**src/rtl/noc_ic_pkg.sv**
```systemverilog
// Shared types for the router input stage.
// Assumes flits carry packet-start in the top bit and packet-end just below it.
package noc_ic_pkg;
    typedef enum logic [1:0] {
        ACT_IDLE = 2'd0,
        ACT_HEAD = 2'd1,
        ACT_BODY = 2'd2,
        ACT_DROP = 2'd3
    } lane_act_e;
endpackage

```
**src/rtl/flit_rewrite.sv**
```systemverilog
// Pure combinational decode of an incoming flit: packet flags, next-hop
// direction, and the header with its route list shifted one code down.
// Assumes the route list occupies the low PATH_W bits.
module flit_rewrite #(
    parameter int FLIT_W = 34,
    parameter int PATH_W = 18,
    parameter int DIR_W  = 2
) (
    input  logic [FLIT_W-1:0] flit_in,
    output logic              is_bop,
    output logic              is_eop,
    output logic [DIR_W-1:0]  next_dir,
    output logic [FLIT_W-1:0] hdr_out
);
    // Decode flags, pick direction, shift route list with zero fill.
    always_comb begin
        is_bop   = flit_in[FLIT_W-1];
        is_eop   = flit_in[FLIT_W-2];
        next_dir = flit_in[DIR_W-1:0];
        hdr_out  = {flit_in[FLIT_W-1:PATH_W], {DIR_W{1'b0}}, flit_in[PATH_W-1:DIR_W]};
    end
endmodule

```
**src/rtl/dest_fanout.sv**
```systemverilog
// Turns a held flit and its direction into one-hot per-destination valid and
// packet-start strobes, and gathers the selected destination's ready.
// Assumes dir < NUM_DIR.
module dest_fanout #(
    parameter int NUM_DIR = 4,
    parameter int DIR_W   = 2
) (
    input  logic               occupied,
    input  logic               is_hdr,
    input  logic [DIR_W-1:0]   dir,
    input  logic [NUM_DIR-1:0] ready_vec,
    output logic [NUM_DIR-1:0] valid_vec,
    output logic [NUM_DIR-1:0] bop_vec,
    output logic               take
);
    for (genvar d = 0; d < NUM_DIR; d++) begin : g_dst
        // One destination slot: raised only when it is the selected direction.
        always_comb begin
            valid_vec[d] = occupied && (dir == DIR_W'(d));
            bop_vec[d]   = valid_vec[d] && is_hdr;
        end
    end

    // A flit leaves only on ready from its own destination.
    always_comb take = |(valid_vec & ready_vec);
endmodule

```
**src/rtl/vc_lane.sv**
```systemverilog
// One virtual-channel lane: single-entry hold register, per-packet route
// memory and stray-continuation detection. Accepts a flit only when empty,
// so a new notification never precedes consumption of the previous one.
module vc_lane
    import noc_ic_pkg::*;
#(
    parameter int FLIT_W  = 34,
    parameter int PATH_W  = 18,
    parameter int NUM_DIR = 4,
    parameter int DIR_W   = 2
) (
    input  logic               clk,
    input  logic               rst_n,
    input  logic               wr_valid,
    input  logic [FLIT_W-1:0]  wr_flit,
    output logic               wr_ready,
    input  logic [NUM_DIR-1:0] dst_ready,
    output logic [NUM_DIR-1:0] dst_valid,
    output logic [NUM_DIR-1:0] dst_bop,
    output logic               rd_eop,
    output logic [FLIT_W-1:0]  rd_flit,
    output logic               orphan_err
);
    logic              buf_full;
    logic [FLIT_W-1:0] buf_flit;
    logic [DIR_W-1:0]  buf_dir;
    logic              buf_hdr;
    logic              pkt_open;
    logic [DIR_W-1:0]  route_dir;
    logic              err_q;

    logic              in_bop, in_eop, take;
    logic [DIR_W-1:0]  in_dir;
    logic [FLIT_W-1:0] in_hdr;
    lane_act_e         act;

    flit_rewrite #(.FLIT_W(FLIT_W), .PATH_W(PATH_W), .DIR_W(DIR_W)) u_rw (
        .flit_in (wr_flit),
        .is_bop  (in_bop),
        .is_eop  (in_eop),
        .next_dir(in_dir),
        .hdr_out (in_hdr)
    );

    dest_fanout #(.NUM_DIR(NUM_DIR), .DIR_W(DIR_W)) u_fan (
        .occupied (buf_full),
        .is_hdr   (buf_hdr),
        .dir      (buf_dir),
        .ready_vec(dst_ready),
        .valid_vec(dst_valid),
        .bop_vec  (dst_bop),
        .take     (take)
    );

    // Classify what an arriving flit does to this lane.
    always_comb begin
        if (!wr_valid || buf_full) act = ACT_IDLE;
        else if (in_bop)           act = ACT_HEAD;
        else if (pkt_open)         act = ACT_BODY;
        else                       act = ACT_DROP;
    end

    // Lane outputs driven straight from held state.
    always_comb begin
        wr_ready   = !buf_full;
        rd_flit    = buf_flit;
        rd_eop     = buf_full && buf_flit[FLIT_W-2];
        orphan_err = err_q;
    end

    // Hold register, route memory and error flag update.
    always_ff @(posedge clk) begin
        if (!rst_n) begin
            buf_full  <= 1'b0;
            buf_flit  <= '0;
            buf_dir   <= '0;
            buf_hdr   <= 1'b0;
            pkt_open  <= 1'b0;
            route_dir <= '0;
            err_q     <= 1'b0;
        end else begin
            if (take) buf_full <= 1'b0;
            case (act)
                ACT_HEAD: begin
                    buf_full  <= 1'b1;
                    buf_flit  <= in_hdr;
                    buf_dir   <= in_dir;
                    buf_hdr   <= 1'b1;
                    pkt_open  <= !in_eop;
                    route_dir <= in_eop ? '0 : in_dir;
                end
                ACT_BODY: begin
                    buf_full <= 1'b1;
                    buf_flit <= wr_flit;
                    buf_dir  <= route_dir;
                    buf_hdr  <= 1'b0;
                    if (in_eop) pkt_open <= 1'b0;
                end
                ACT_DROP: err_q <= 1'b1;
                default: ;
            endcase
        end
    end

    AST_ONE_DEST: assert property (@(posedge clk) disable iff (!rst_n)
        $onehot0(dst_valid));
    AST_BOP_WITH_VALID: assert property (@(posedge clk) disable iff (!rst_n)
        (|dst_bop) |-> ((dst_bop & ~dst_valid) == '0));
    AST_HOLD_UNTIL_TAKEN: assert property (@(posedge clk) disable iff (!rst_n)
        ((|dst_valid) && ((dst_valid & dst_ready) == '0)) |=> ($stable(rd_flit) && $stable(dst_valid)));
    AST_NO_OVERWRITE: assert property (@(posedge clk) disable iff (!rst_n)
        (wr_valid && !wr_ready) |=> $stable(rd_flit));
    AST_ERR_STICKY: assert property (@(posedge clk) disable iff (!rst_n)
        orphan_err |=> orphan_err);
endmodule

```
**src/rtl/flit_steer_unit.sv**
```systemverilog
// Input stage of a mesh router port: splits flits into per-channel lanes by
// their channel tag, and exposes per (channel, destination) valid/ready,
// packet-start strobes, per-channel packet-end levels and held data.
// Assumes the upstream link respects in_ready per channel.
module flit_steer_unit #(
    parameter int FLIT_W  = 34,
    parameter int PATH_W  = 18,
    parameter int NUM_VC  = 2,
    parameter int NUM_DIR = 4,
    localparam int DIR_W  = $clog2(NUM_DIR),
    localparam int VC_W   = (NUM_VC > 1) ? $clog2(NUM_VC) : 1
) (
    input  logic                      clk,
    input  logic                      rst_n,
    input  logic                      in_valid,
    input  logic [VC_W-1:0]           in_vc,
    input  logic [FLIT_W-1:0]         in_flit,
    output logic [NUM_VC-1:0]         in_ready,
    output logic [NUM_VC*NUM_DIR-1:0] dst_valid,
    input  logic [NUM_VC*NUM_DIR-1:0] dst_ready,
    output logic [NUM_VC*NUM_DIR-1:0] dst_bop,
    output logic [NUM_VC-1:0]         dst_eop,
    output logic [NUM_VC*FLIT_W-1:0]  dst_data,
    output logic                      orphan_err
);
    logic [NUM_VC-1:0] lane_err;
    logic [NUM_VC-1:0] lane_wr;

    for (genvar v = 0; v < NUM_VC; v++) begin : g_vc
        // Steer the arriving flit to the lane named by its tag.
        always_comb lane_wr[v] = in_valid && (in_vc == VC_W'(v));

        vc_lane #(
            .FLIT_W(FLIT_W), .PATH_W(PATH_W), .NUM_DIR(NUM_DIR), .DIR_W(DIR_W)
        ) u_lane (
            .clk       (clk),
            .rst_n     (rst_n),
            .wr_valid  (lane_wr[v]),
            .wr_flit   (in_flit),
            .wr_ready  (in_ready[v]),
            .dst_ready (dst_ready[v*NUM_DIR +: NUM_DIR]),
            .dst_valid (dst_valid[v*NUM_DIR +: NUM_DIR]),
            .dst_bop   (dst_bop[v*NUM_DIR +: NUM_DIR]),
            .rd_eop    (dst_eop[v]),
            .rd_flit   (dst_data[v*FLIT_W +: FLIT_W]),
            .orphan_err(lane_err[v])
        );
    end

    // Any lane that saw a stray continuation flags the port.
    always_comb orphan_err = |lane_err;
endmodule

```
**config.mk**
```make
export PLATFORM = sky130hd
export DESIGN_NAME = flit_steer_unit
export DESIGN_NICKNAME = d
export VERILOG_FILES = /design/src/rtl/noc_ic_pkg.sv /design/src/rtl/flit_rewrite.sv /design/src/rtl/dest_fanout.sv /design/src/rtl/vc_lane.sv /design/src/rtl/flit_steer_unit.sv
export SDC_FILE = /design/constraint.sdc
export NUM_CORES = 1
export LEC_CHECK = 0
export ABC_AREA = 1
export BUFFER_PORTS_ARGS = -buffer_cell sky130_fd_sc_hd__buf_2
export CAP_MARGIN = 20
export CORE_ASPECT_RATIO = 1.2
export CORE_MARGIN = 1
export CORE_UTILIZATION = 50
export CTS_CLUSTER_SIZE = 25
export DETAILED_ROUTE_END_ITERATION = 16
export HOLD_SLACK_MARGIN = 0.05
export PLACE_DENSITY = 0.8
export SLEW_MARGIN = 20
export SYNTH_ARGS = -nofsm -noshare
export SYNTH_HDL_FRONTEND = slang
export SYNTH_SLANG_ARGS = --single-unit
```
**constraint.sdc**
```tcl
create_clock -name clk -period 1.6 [get_ports clk]
set_input_delay 0.32 -clock clk [delete_from_list [all_inputs] [get_ports clk]]
set_output_delay 0.32 -clock clk [all_outputs]
set_load 0.005 [all_outputs]
```
# --- Word level (Yosys, flattened, before mapping) ---
# Index checks and enable logic that the tools add are counted.
word_totals:
  regBits: 84
  in_bits: 46
  out_inout_bits: 89
op_classes:
  n_eq_ne: 14
  muxes: 20
  n_bitwise: 3
  n_reduce_logical: 40
ops:
  columns: ["cell", "n"]
  rows:
  - ["34-bit case mux with 2 select lines", 2]
  - ["1-bit logical AND", 20]
  - ["2-bit equality test, second input constant", 8]
  - ["2-bit two-way mux", 5]
  - ["4-bit AND", 2]
  - ["2-bit by 1-bit equality test with 1-bit output, second input constant", 4]
  - ["1-bit case mux with 2 select lines", 4]
  - ["2-bit case mux with 2 select lines", 2]
  - ["2-bit nonzero test", 4]
  - ["4-bit OR reduction", 2]
  - ["1-bit two-way mux", 7]
  - ["2-bit OR reduction", 3]
  - ["1-bit logical NOT", 5]
  - ["2-bit logical NOT", 2]
  - ["2-bit != test, second input constant", 2]
  - ["2-bit AND reduction", 2]
  - ["1-bit logical OR", 2]
  - ["1-bit NOT", 1]

# --- Logic depth before layout (Yosys ltp) ---
depth:
  depth_word: 8
  ltp_mapped: 10

# --- Cells and area by module ---
# Synthesis repeated with hierarchy kept, for this count alone.
unflattened:
  hier_cells: 843
  hier_area_um2: 5166.2
modules_own_cells:
  columns: ["module", "n_inst", "cells_per_inst", "area_per_inst_um2", "seq_area_each_um2"]
  rows:
  - ["vc_lane", 2, 353, 2170.8, 840.8]
  - ["flit_rewrite", 2, 39, 289.0, 0.0]
  - ["dest_fanout", 2, 26, 108.9, 0.0]
  - ["flit_steer_unit", 1, 7, 28.8, 0.0]

# --- Least setup slack after synthesis ---
# No wires, ideal clock.
synth_timing:
  kind: "register to output"
  startpoint: "register g_vc[0].u_lane.buf_dir[0]"
  endpoint: "output port dst_bop[3]"
  arrival_time_ps: 964
  required_time_ps: 1280
  path_slack_ps: 316
  stages_incl_launch_ff: 4
  cell_sequence: "dfxtp_1 > clkbuf_1 > inv_1 > nor4_1"
synth_via:
  elab_chain_len: 3
synth_lines:
  columns: ["item", "line_no", "source"]
  rows:
  - ["from (decl)", "vc_lane.sv:26", "logic [DIR_W-1:0] buf_dir;"]
  - ["from (signal assigned)", "vc_lane.sv:87", "buf_dir <= in_dir;"]
  - ["from (signal assigned)", "vc_lane.sv:95", "buf_dir <= route_dir;"]
  - ["2-bit equality test", "dest_fanout.sv:19", "valid_vec[d] = occupied && (dir == DIR_W'(d));"]
  - ["1-bit logical AND", "dest_fanout.sv:19", null]
  - ["1-bit logical AND", "dest_fanout.sv:20", "bop_vec[d] = valid_vec[d] && is_hdr;"]
  - ["to (decl)", "flit_steer_unit.sv:21", "output logic [NUM_VC*NUM_DIR-1:0] dst_bop,"]
# No other way between the ends.

# --- Worst setup path after layout ---
# Same ends and word-level chain as after synthesis.

==> qor.csv <==
metric,value,unit
status,finished with violations,
violated checks,setup timing,
via count,4075,
"Max FO, Critical Path",6,
core area,0.00766,mm2
post-route cell area,0.00499,mm2
DRT antenna net count,0,
Yosys warnings,0,
Fin. Hold Viols,0,
reg2reg path depth,8,
Bufs and invs on worst path,2,
Syn Std Cell Area,0.00393,mm2
grt ovf,0,
CP Data Required Time,1.28,ns
Post-Synthesis Cells,549,
CTS buffer count,9,
Cell Rows,35,
post-synthesis area per instance,7.16,um2
hold path depth,3,
vias in the first global route,3904,
Layout area overhead,26.9,%
placed cell area,0.00458,mm2
share of cells above drive strength 1,31.9,%
routed wire length,10800,um
Worst Hold Endpoint,g_vc[0].u_lane.rd_flit[27]$_SDFFE_PN0P_,
Die ar.,0.00823,mm2
Tot Pwr,0.00461,W
die height,99.2,um
IO Pins,135,
Setup Viol. Count Final,5,
CTS sink cnt,84,
first-pass GRT wire length,17600,um
Root Driver,clkbuf_8,
total track usage,26.2,%
Worst Hold Class,in2reg,
Worst path depth,3,
clk_skew,0.00761,ns
Inserted Diodes,0,
"reg-to-reg slack, setup",0.20,ns
crit end category,output pin,
top achievable clock speed,586,MHz
"Slowest-stage cell, CP",dfxtp_4,
VDD IR max,608,uV
clock slew at reported path FFs,0.09,ns
Synth Register Bits,84,
Worst-Skew Late Latency,0.35,ns
asr flop ratio synth,0,%
sequential cell area fraction in the yosys report,42.8,%
Worst R2R Start,g_vc[0].u_lane.buf_full$_SDFFE_PN0P_,
Final Slew Violations,0,
CP Class,reg2out,
Final min period,1.71,ns
final setup margin,-0.106,ns
DR DRC count,0,
slew margin rel.,75.3,%
router iterations before antenna repair,4,
GP Congestion,0.883,
"CP delay by family, top",flip-flops,
ys flop type,dfxtp_1,
Leak,2.34,nW
Yosys cell types,29,
Worst EP arrival,1.39,ns
CTS Buffer Depth,2,
Power Dens Cells,924,mW/mm2
Fillers,676,
DP Wirelength,7410,um
initial core utilization,51.3,%
Post-synth EDFFs,0,
Layout Nets,725,
hold_sp,in_flit[27],
Die Wd,83.0,um
WHS,0.214,ns
most frequent cells in the layout,"134 x buf_2, 125 x nand2_1, 90 x nor2_1, 78 x dfxtp_1, 49 x nand3_1",
R2R Path End,g_vc[0].u_lane.buf_dir[0]$_SDFFE_PN0P_,
vias per inst,5.25,
H-tree Lvls,3,
"slowest stage delay, CP",0.40,ns
antenna violations before repair,0,
RSZ-0062 raised after global routing,yes,
IO buf count,134,
DR iter-0 viols,308,
max-cap violations,0,
Slew @ Worst Pin,0.370,ns
critical path cell sequence,"clkinvlp_4, nor4_2, buf_2",
CTS tree,done,
WL per Instance,13.9,um
"leading cell type in the layout, fill and taps excluded",buf_2,
Synthesized Nets,595,
Worst Setup Start Kind,register,
largest net degree at the start of global routing,38,
final worst-path cycle share,107,%
==> power breakdown <==
part           switching [W]  total, W  internal [W]
combinational       0.000399  0.000672      0.000272
sequential         0.0000647   0.00226       0.00219
clock               0.000797   0.00169      0.000890
total                0.00126   0.00461       0.00335
==> cell usage after synthesis, types with 2 or more instances <==
cell type / instances / area (um2)
inv_1: 34 / 128
o21ai_0: 3 / 15.0
nor2_2: 10 / 62.6
nor3_1: 7 / 35.0
buf_2: 13 / 65.1
nand2_1: 125 / 469
nand3_1: 49 / 245
a31oi_1: 18 / 113
nand2_8: 2 / 40.0
nand4_1: 5 / 31.3
dfxtp_1: 84 / 1680
buf_6: 9 / 101
nor2_1: 90 / 338
nand3b_1: 16 / 120
clkbuf_1: 10 / 37.5
nor4_1: 7 / 43.8
a211oi_1: 2 / 15.0
buf_4: 8 / 60.1
a21oi_1: 28 / 140
nor2_4: 4 / 45.0
o21ai_1: 14 / 70.1
inv_2: 4 / 15.0
==> worst reg2reg max path, stage by stage (launching register included) <==
cell,delay (ns)
dfxtp_4,0.38
nor2_4,0.12
nand2_2,0.09
inv_4,0.09
nand2_1,0.06
inv_2,0.28
nor2_1,0.09
nor2_1,0.13
nor2_1,0.04
==> per-layer routing <==
metal | global-route usage [%] | share of wire, % | wire [um]
met5 | 0 | 0 | 0
met1 | 31.4 | 41 | 4460
met4 | 9.68 | 1.7 | 178
met2 | 45.6 | 49 | 5320
met3 | 6.31 | 7.5 | 806
==> stage by stage <==
| step | instances | TNS, ns | util (%) | worst slack, ns |
|---|---|---|---|---|
| 6_report | 776 | -0.184 | 65.1 | -0.106 |
| 5_1_grt | 776 | -0.525 | 65.1 | -0.184 |
| 4_1_cts | 766 | -0.0489 | 63.1 | -0.0434 |
| 3_5_place_dp | 750 | 0 | 59.7 | 0.124 |
| 3_3_place_gp | 750 | 0 | 59.7 | 0.154 |
| 2_1_floorplan | 549 | 0 | - | 0.316 |
==> how the worst max path moves through the flow <==
stage                                           startpoint                                       to
finish              g_vc[0].u_lane.buf_dir[0]$_SDFFE_PN0P_                               dst_bop[3]
global route        g_vc[0].u_lane.buf_dir[0]$_SDFFE_PN0P_                               dst_bop[3]
CTS                 g_vc[0].u_lane.buf_dir[0]$_SDFFE_PN0P_                               dst_bop[1]
detailed placement                             in_flit[33]  g_vc[1].u_lane.rd_flit[14]$_SDFFE_PN0P_
global placement                               in_flit[33]  g_vc[0].u_lane.rd_flit[12]$_SDFFE_PN0P_
floorplan           g_vc[0].u_lane.buf_dir[0]$_SDFFE_PN0P_                               dst_bop[3]
==> layout make-up <==
| cell class | count | area [um2] | share of cell area, % |
|---|---|---|---|
| clock buffer | 9 | 124 | 2.48 |
| clock inverter | 7 | 98.8 | 1.98 |
| inverter | 40 | 168 | 3.36 |
| multi-input combinational | 383 | 1890 | 37.9 |
| sequential | 84 | 1700 | 34.1 |
| tap | 92 | 115 | 2.31 |
| timing repair buffer | 161 | 890 | 17.8 |
==> logic make-up (layout without fill, tap and decap cells) <==
| kind of cell | count (synthesis) | count (layout) | share of synthesized area [%] |
|---|---|---|---|
| and+or+nand+nor | 317 | 317 | 36.8 |
| DFF | 84 | 84 | 42.8 |
| buffers and inverters | 82 | 217 | 11.1 |
| AOI/OAI and AO/OA | 66 | 66 | 9.39 |
==> registers in the layout (all words and copies together) (netlist names) <==
name,flops
g_vc.u_lane.buf_dir,4
g_vc.u_lane.pkt_open,2
g_vc.u_lane.orphan_err,2
g_vc.u_lane.route_dir,4
g_vc.u_lane.rd_flit,68
g_vc.u_lane.buf_full,2
g_vc.u_lane.buf_hdr,2
==> what timing repair did <==
action | in CTS | in global routing
endpoints found under the setup margin | 14 | 7
hold buffers | 0 | 0
pin swaps | 1 | 4
setup buffers | 0 | 10
resized for setup | 14 | 16
(Power assumes the default switching activity.)
